$ cat src/rtl/pkt_ready_pkg.sv
package pkt_ready_pkg;
  // Per-queue command from control to the count datapath
  typedef struct packed {
    logic inc;   // a packet finished on the write side
    logic dec;   // a packet end left on the read side
    logic clr;   // partial reset of this queue
  } qStrobe_t;
endpackage

$ cat src/rtl/pkt_ready_ctrl.sv
module pkt_ready_ctrl
  import pkt_ready_pkg::*;
#(
  parameter int NUM_QUEUES = 16,
  localparam int QW = $clog2(NUM_QUEUES)
) (
  input  logic                clk,
  input  logic                rstN,
  input  logic                modeReq,
  input  logic                wrPortWide,
  input  logic                rdPortWide,
  input  logic                wrEn,
  input  logic [QW-1:0]       wrQ,
  input  logic [1:0]          wrMark,
  input  logic                rdEn,
  input  logic [QW-1:0]       rdQ,
  input  logic                rdEop,
  input  logic                prstEn,
  input  logic [QW-1:0]       prstQ,
  output logic                modeOn,
  output qStrobe_t [NUM_QUEUES-1:0] strobes
);
  localparam int EOP_IDX = 1;
  localparam int SOP_IDX = 0;

  logic [NUM_QUEUES-1:0] openQ;
  logic wrSop, wrEopBit;

  assign modeOn   = modeReq & wrPortWide & rdPortWide;
  assign wrSop    = wrMark[SOP_IDX];
  assign wrEopBit = wrMark[EOP_IDX];

  for (genvar i = 0; i < NUM_QUEUES; i++) begin : g_q
    logic wrHit, rdHit, prHit;
    assign wrHit = wrEn   && (wrQ   == QW'(i));
    assign rdHit = rdEn   && (rdQ   == QW'(i));
    assign prHit = prstEn && (prstQ == QW'(i));

    always_comb begin
      strobes[i].clr = prHit;
      strobes[i].inc = modeOn && wrHit && wrEopBit && (openQ[i] || wrSop) && !prHit;
      strobes[i].dec = modeOn && rdHit && rdEop && !prHit;
    end

    always_ff @(posedge clk or negedge rstN) begin
      if (!rstN) begin
        openQ[i] <= 1'b0;
      end else if (prHit) begin
        openQ[i] <= 1'b0;
      end else if (modeOn && wrHit) begin
        if (wrEopBit)   openQ[i] <= 1'b0;
        else if (wrSop) openQ[i] <= 1'b1;
      end
    end
  end
endmodule

$ cat src/rtl/pkt_ready_dp.sv
module pkt_ready_dp
  import pkt_ready_pkg::*;
#(
  parameter int NUM_QUEUES = 16,
  parameter int CNT_W = 8,
  localparam int QW = $clog2(NUM_QUEUES),
  localparam logic [CNT_W-1:0] CNT_MAX = {CNT_W{1'b1}}
) (
  input  logic                      clk,
  input  logic                      rstN,
  input  logic                      modeOn,
  input  qStrobe_t [NUM_QUEUES-1:0] strobes,
  input  logic [QW-1:0]             rdQ,
  input  logic [NUM_QUEUES-1:0]     aeIn,
  output logic                      pktReady,
  output logic [NUM_QUEUES-1:0]     readyVec,
  output logic [NUM_QUEUES-1:0]     statusBus
);
  logic [NUM_QUEUES-1:0] nonZero;

  for (genvar i = 0; i < NUM_QUEUES; i++) begin : g_cnt
    logic [CNT_W-1:0] cnt;
    logic decOk, incOk;
    assign decOk = strobes[i].dec && (cnt != '0);
    assign incOk = strobes[i].inc && ((cnt != CNT_MAX) || decOk);

    always_ff @(posedge clk or negedge rstN) begin
      if (!rstN)              cnt <= '0;
      else if (strobes[i].clr) cnt <= '0;
      else if (incOk && !decOk) cnt <= cnt + 1'b1;
      else if (decOk && !incOk) cnt <= cnt - 1'b1;
    end
    assign nonZero[i] = (cnt != '0);
  end

  assign readyVec  = modeOn ? nonZero : '0;
  assign statusBus = modeOn ? readyVec : aeIn;
  assign pktReady  = (int'(rdQ) < NUM_QUEUES) ? readyVec[rdQ] : 1'b0;
endmodule

$ cat src/rtl/pkt_ready_tracker.sv
module pkt_ready_tracker
  import pkt_ready_pkg::*;
#(
  parameter int NUM_QUEUES = 16,
  parameter int CNT_W = 8,
  localparam int QW = $clog2(NUM_QUEUES)
) (
  input  logic                  clk,
  input  logic                  rstN,
  input  logic                  modeReq,
  input  logic                  wrPortWide,
  input  logic                  rdPortWide,
  input  logic                  wrEn,
  input  logic [QW-1:0]         wrQ,
  input  logic [1:0]            wrMark,
  input  logic                  rdEn,
  input  logic [QW-1:0]         rdQ,
  input  logic                  rdEop,
  input  logic                  prstEn,
  input  logic [QW-1:0]         prstQ,
  input  logic [NUM_QUEUES-1:0] aeIn,
  output logic                  pktReady,
  output logic [NUM_QUEUES-1:0] readyVec,
  output logic [NUM_QUEUES-1:0] statusBus
);
  logic modeOn;
  qStrobe_t [NUM_QUEUES-1:0] strobes;

  pkt_ready_ctrl #(.NUM_QUEUES(NUM_QUEUES)) ctrl_i (
    .clk(clk), .rstN(rstN), .modeReq(modeReq), .wrPortWide(wrPortWide),
    .rdPortWide(rdPortWide), .wrEn(wrEn), .wrQ(wrQ), .wrMark(wrMark),
    .rdEn(rdEn), .rdQ(rdQ), .rdEop(rdEop), .prstEn(prstEn), .prstQ(prstQ),
    .modeOn(modeOn), .strobes(strobes)
  );

  pkt_ready_dp #(.NUM_QUEUES(NUM_QUEUES), .CNT_W(CNT_W)) dp_i (
    .clk(clk), .rstN(rstN), .modeOn(modeOn), .strobes(strobes), .rdQ(rdQ),
    .aeIn(aeIn), .pktReady(pktReady), .readyVec(readyVec), .statusBus(statusBus)
  );
endmodule

$ cat config.mk
export PLATFORM = sky130hd
export DESIGN_NAME = pkt_ready_tracker
export DESIGN_NICKNAME = d
export VERILOG_FILES = /design/src/rtl/pkt_ready_pkg.sv /design/src/rtl/pkt_ready_ctrl.sv /design/src/rtl/pkt_ready_dp.sv /design/src/rtl/pkt_ready_tracker.sv
export SDC_FILE = /design/constraint.sdc
export NUM_CORES = 1
export LEC_CHECK = 0
export BUFFER_PORTS_ARGS = -buffer_cell sky130_fd_sc_hd__buf_2
export CAP_MARGIN = 10
export CELL_PAD_IN_SITES_DETAIL_PLACEMENT = 0
export CELL_PAD_IN_SITES_GLOBAL_PLACEMENT = 2
export CORE_ASPECT_RATIO = 1.25
export CORE_MARGIN = 2
export CORE_UTILIZATION = 25
export DETAILED_ROUTE_END_ITERATION = 10
export MAX_ROUTING_LAYER = met4
export PLACE_DENSITY = 0.64
export SKIP_LAST_GASP = 1
export SYNTH_ARGS = -nofsm -noshare
export SYNTH_HDL_FRONTEND = slang
export SYNTH_SLANG_ARGS = --single-unit
$ cat constraint.sdc
create_clock -name clk -period 4.8 [get_ports clk]
set_input_delay 0.96 -clock clk [delete_from_list [all_inputs] [get_ports clk]]
set_output_delay 0.96 -clock clk [all_outputs]
set_load 0.05 [all_outputs]
==> summary.md <==
| Metric | Value |
|---|---|
| Fin crit share | `86.0%` |
| Worst VDD drop | `230 uV` |
| Total track usage | `15.7%` |
| Worst Path Buf+Inv | `3` |
| Layout cells sized above 1 | `13.2%` |
| Clock Tree Buf Depth | `2` |
| Die area | `0.0503 sq mm` |
| Crit path cell chain | `buf_2, and3_1, buf_4, and3_1, a221oi_1, o21ai_0, o21ai_0, o211ai_1, buf_2` |
| Post-DP HPWL | `29400 um` |
| PD cells | `464 mW/mm^2` |
| Vias per cell | `5.03` |
| Worst Skew | `0.0138 ns` |
| HP Class | `flip-flop to flip-flop` |
| Routability-driven placement congestion ratio | `0.837` |
| Min Clock Period, post-route | `4.13 ns` |
| Fin Setup TNS | `0 ns` |
| Hold Fails Final Rpt | `0` |
| Hold Crit Start | `dp_i.g_cnt[10].cnt[7]$_DFFE_PN0P_` |
| # DRC | `0` |
| Crit path DAT | `3.17 ns` |
| Mapped Cells | `1408` |
| Slew HR | `28.1%` |
| Final WL | `37900 um` |
| Power Total | `6550 uW` |
| Core box area | `0.0481 sq mm` |
| Worst r2r dst | `dp_i.g_cnt[12].cnt[7]$_DFFE_PN0P_` |
| Slew at the pin closest to its max-slew limit | `1.07 ns` |
| Yosys reg bits | `144` |
| Setup ws final | `0.670 ns` |
| First DRT Iteration DRCs | `500` |
| ANT nets after route | `0` |
| CTS resizes | `0` |
| Largest net degree at the start of global routing | `83` |
| R2r startpoint | `dp_i.g_cnt[12].cnt[4]$_DFFE_PN0P_` |
| Nets | `1667` |
| Total number of yosys warnings | `0` |
| Worst Setup Path Type | `input pin to output pin` |
| Slowest cell on the critical path | `and3_1` |
| Root Buffer | `clkbuf_16` |
| Pre-antenna DRT Iters | `5` |
| Mapped Nets | `1559` |
| Skew-Pair Late Insertion Delay | `0.45 ns` |
| Chip width | `201 um` |
| # H-tree levels | `4` |
| Syn avg cell area | `8.62 sq um` |
| Rows | `90` |
| Filler cell count | `5116` |
| Starting Density | `25.2%` |
| Die height | `250 um` |
| Top delay family on crit path | `compound AO/OA/AOI/OAI gates` |
| CTS tree | `done` |
| CP endpoint kind | `output pin` |
| Fmax | `242 MHz` |
| Ys flop type | `dfrtp_1` |
| Num ports | `72` |
| R2R depth | `11` |
| Worst-path clk slew | `0.06 ns` |
| RSZ-0062 raised after global routing | `false` |
| Post-synth EDFFs | `0` |
| Reg2reg setup slack | `0.76 ns` |
| Grt ovf | `0` |
| IO Port Bufs | `71` |
| Cts bufs inserted | `17` |
| Endpoints failing setup | `0` |
| Vias in the first global route | `10900` |
| Pins over their slew limit | `0` |
| Antenna violations before repair | `0` |
| First-pass GRT wire length | `60400 um` |
| Hold Path Stages | `1` |
| CP Launch Type | `input pin` |
| Max-cap violation count | `0` |
| Crit-path max cell delay | `0.47 ns` |
| Hold EP | `dp_i.g_cnt[10].cnt[7]$_DFFE_PN0P_` |
| Routed len/inst | `17.4 um` |
| Async SR Flop Fraction | `100%` |
| Cell Area, Synth | `0.0121 sq mm` |
| Required time of the critical path | `3.84 ns` |
| Register area share after synthesis | `29.7%` |
| Post-CTS Hold Buffers | `0` |
| CTS sink cnt | `144` |
| Via count | `10900` |
| Synth unique cells | `79` |
| Synth-to-layout area growth | `16.2%` |
| Worst Path Max Fanout | `11` |
| Status | `completed` |
| Post-CTS setup buffer count | `0` |
| Placement Setup Slack | `0.230 ns` |
| LEAKAGE | `0.00612 uW` |
[routing by layer]
metal | wire length (um) | track usage [%]
met3 | 805 | 1.72
met5 | 0 | -
met2 | 18900 | 27.2
met1 | 17500 | 19.0
met4 | 722 | 4.83
[placed cells by master (no fill, tap or decap), types with 12 or more instances in the layout]
| master | count |
|---|---|
| nand3_1 | 31 |
| or4_1 | 16 |
| o211ai_1 | 13 |
| nand2_1 | 96 |
| o21a_1 | 23 |
| inv_1 | 80 |
| xor2_1 | 28 |
| dfrtp_1 | 144 |
| fa_1 | 16 |
| ha_1 | 96 |
| o41ai_1 | 15 |
| a21o_1 | 34 |
| a21oi_1 | 88 |
| a2111oi_0 | 12 |
| nand4_1 | 36 |
| o21ai_0 | 55 |
| nor2_1 | 148 |
| xnor2_1 | 41 |
| mux2_2 | 18 |
| a211oi_1 | 24 |
| clkbuf_16 | 17 |
| buf_4 | 51 |
| buf_2 | 70 |
| mux2i_1 | 28 |
| nor3_1 | 68 |
| nor4_1 | 28 |
| o31ai_1 | 34 |
| nor2b_1 | 44 |
[through the flow]
step                utilization, %  instance area, sq um  std cells  hold WS [ns]
floorplan                        -                 12100       1408         0.475
global placement              28.1                 13500       2141         0.503
detailed placement            28.1                 13500       2141         0.502
CTS                           29.3                 14100       2172         0.515
global route                  29.3                 14100       2172         0.551
finish                        29.3                 14100       2174         0.512
[cells in the mapped netlist, drive strengths merged (13+ instances only)]
cell / n / area, sq um
xnor2: 41 / 359
a211oi: 24 / 180
xor2: 28 / 245
nor2b: 44 / 275
nor4: 31 / 221
nor2: 150 / 568
ha: 96 / 1200
dfrtp: 144 / 3600
nand4: 36 / 225
mux2: 20 / 225
a21o: 34 / 255
or4: 17 / 131
nand2: 97 / 372
a21oi: 89 / 449
o21ai: 56 / 280
nor3: 69 / 350
o21a: 23 / 173
inv: 80 / 300
mux2i: 28 / 280
nand3: 32 / 173
o211ai: 13 / 97.6
o41ai: 15 / 131
a2111oi: 15 / 140
buf: 19 / 128
o31ai: 35 / 268
fa: 16 / 320
clkbuf: 15 / 56.3
[state kept, by name, indices dropped and copies added (netlist names)]
name            flops
dp_i.g_cnt.cnt    128
ctrl_i.openQ       16
[logic make-up (layout without fill, tap and decap cells)]
kind of cell | Yosys count | count (layout) | share of synthesized area [%]
buf+inv | 114 | 234 | 3.99
mux | 48 | 48 | 4.16
fa+ha+maj | 112 | 112 | 12.5
other cells | 0 | 2 | 0
flops | 144 | 144 | 29.7
xor+xnor | 69 | 69 | 4.98
simple gates | 559 | 559 | 24.3
compound gates | 362 | 362 | 20.3
[worst max path at each step]
stage / start / to / slack (ns) / depth (start not counted)
6_report: wrPortWide / pktReady / 0.67 / 9
2_1_floorplan: wrMark[0] / dp_i.g_cnt[7].cnt[7]$_DFFE_PN0P_ / 0.56 / 13
3_3_place_gp: wrQ[3] / dp_i.g_cnt[7].cnt[7]$_DFFE_PN0P_ / 0.21 / 14
5_1_grt: dp_i.g_cnt[12].cnt[4]$_DFFE_PN0P_ / dp_i.g_cnt[12].cnt[7]$_DFFE_PN0P_ / 0.31 / 11
4_1_cts: modeReq / dp_i.g_cnt[7].cnt[7]$_DFFE_PN0P_ / 0.67 / 14
3_5_place_dp: modeReq / dp_i.g_cnt[7].cnt[7]$_DFFE_PN0P_ / 0.23 / 14
[power breakdown]
group	switching, uW	internal (uW)	leakage, uW
Clock	583	798	0.000287
Combinational	1770	1460	0.00397
Sequential	400	1540	0.00186
Total	2750	3800	0.00612
[layout make-up]
class | instances | area (sq um) | area share (%)
clock inverters | 11 | 114 | 0.807
inverters | 80 | 300 | 2.13
flip-flops and latches | 144 | 3600 | 25.5
repair buffers | 123 | 764 | 5.42
well taps | 644 | 806 | 5.71
multi-input cells | 1150 | 8050 | 57.1
clock buffers | 20 | 467 | 3.31
diodes | 2 | 5.00 | 0.0355
(Power assumes the default switching activity.)
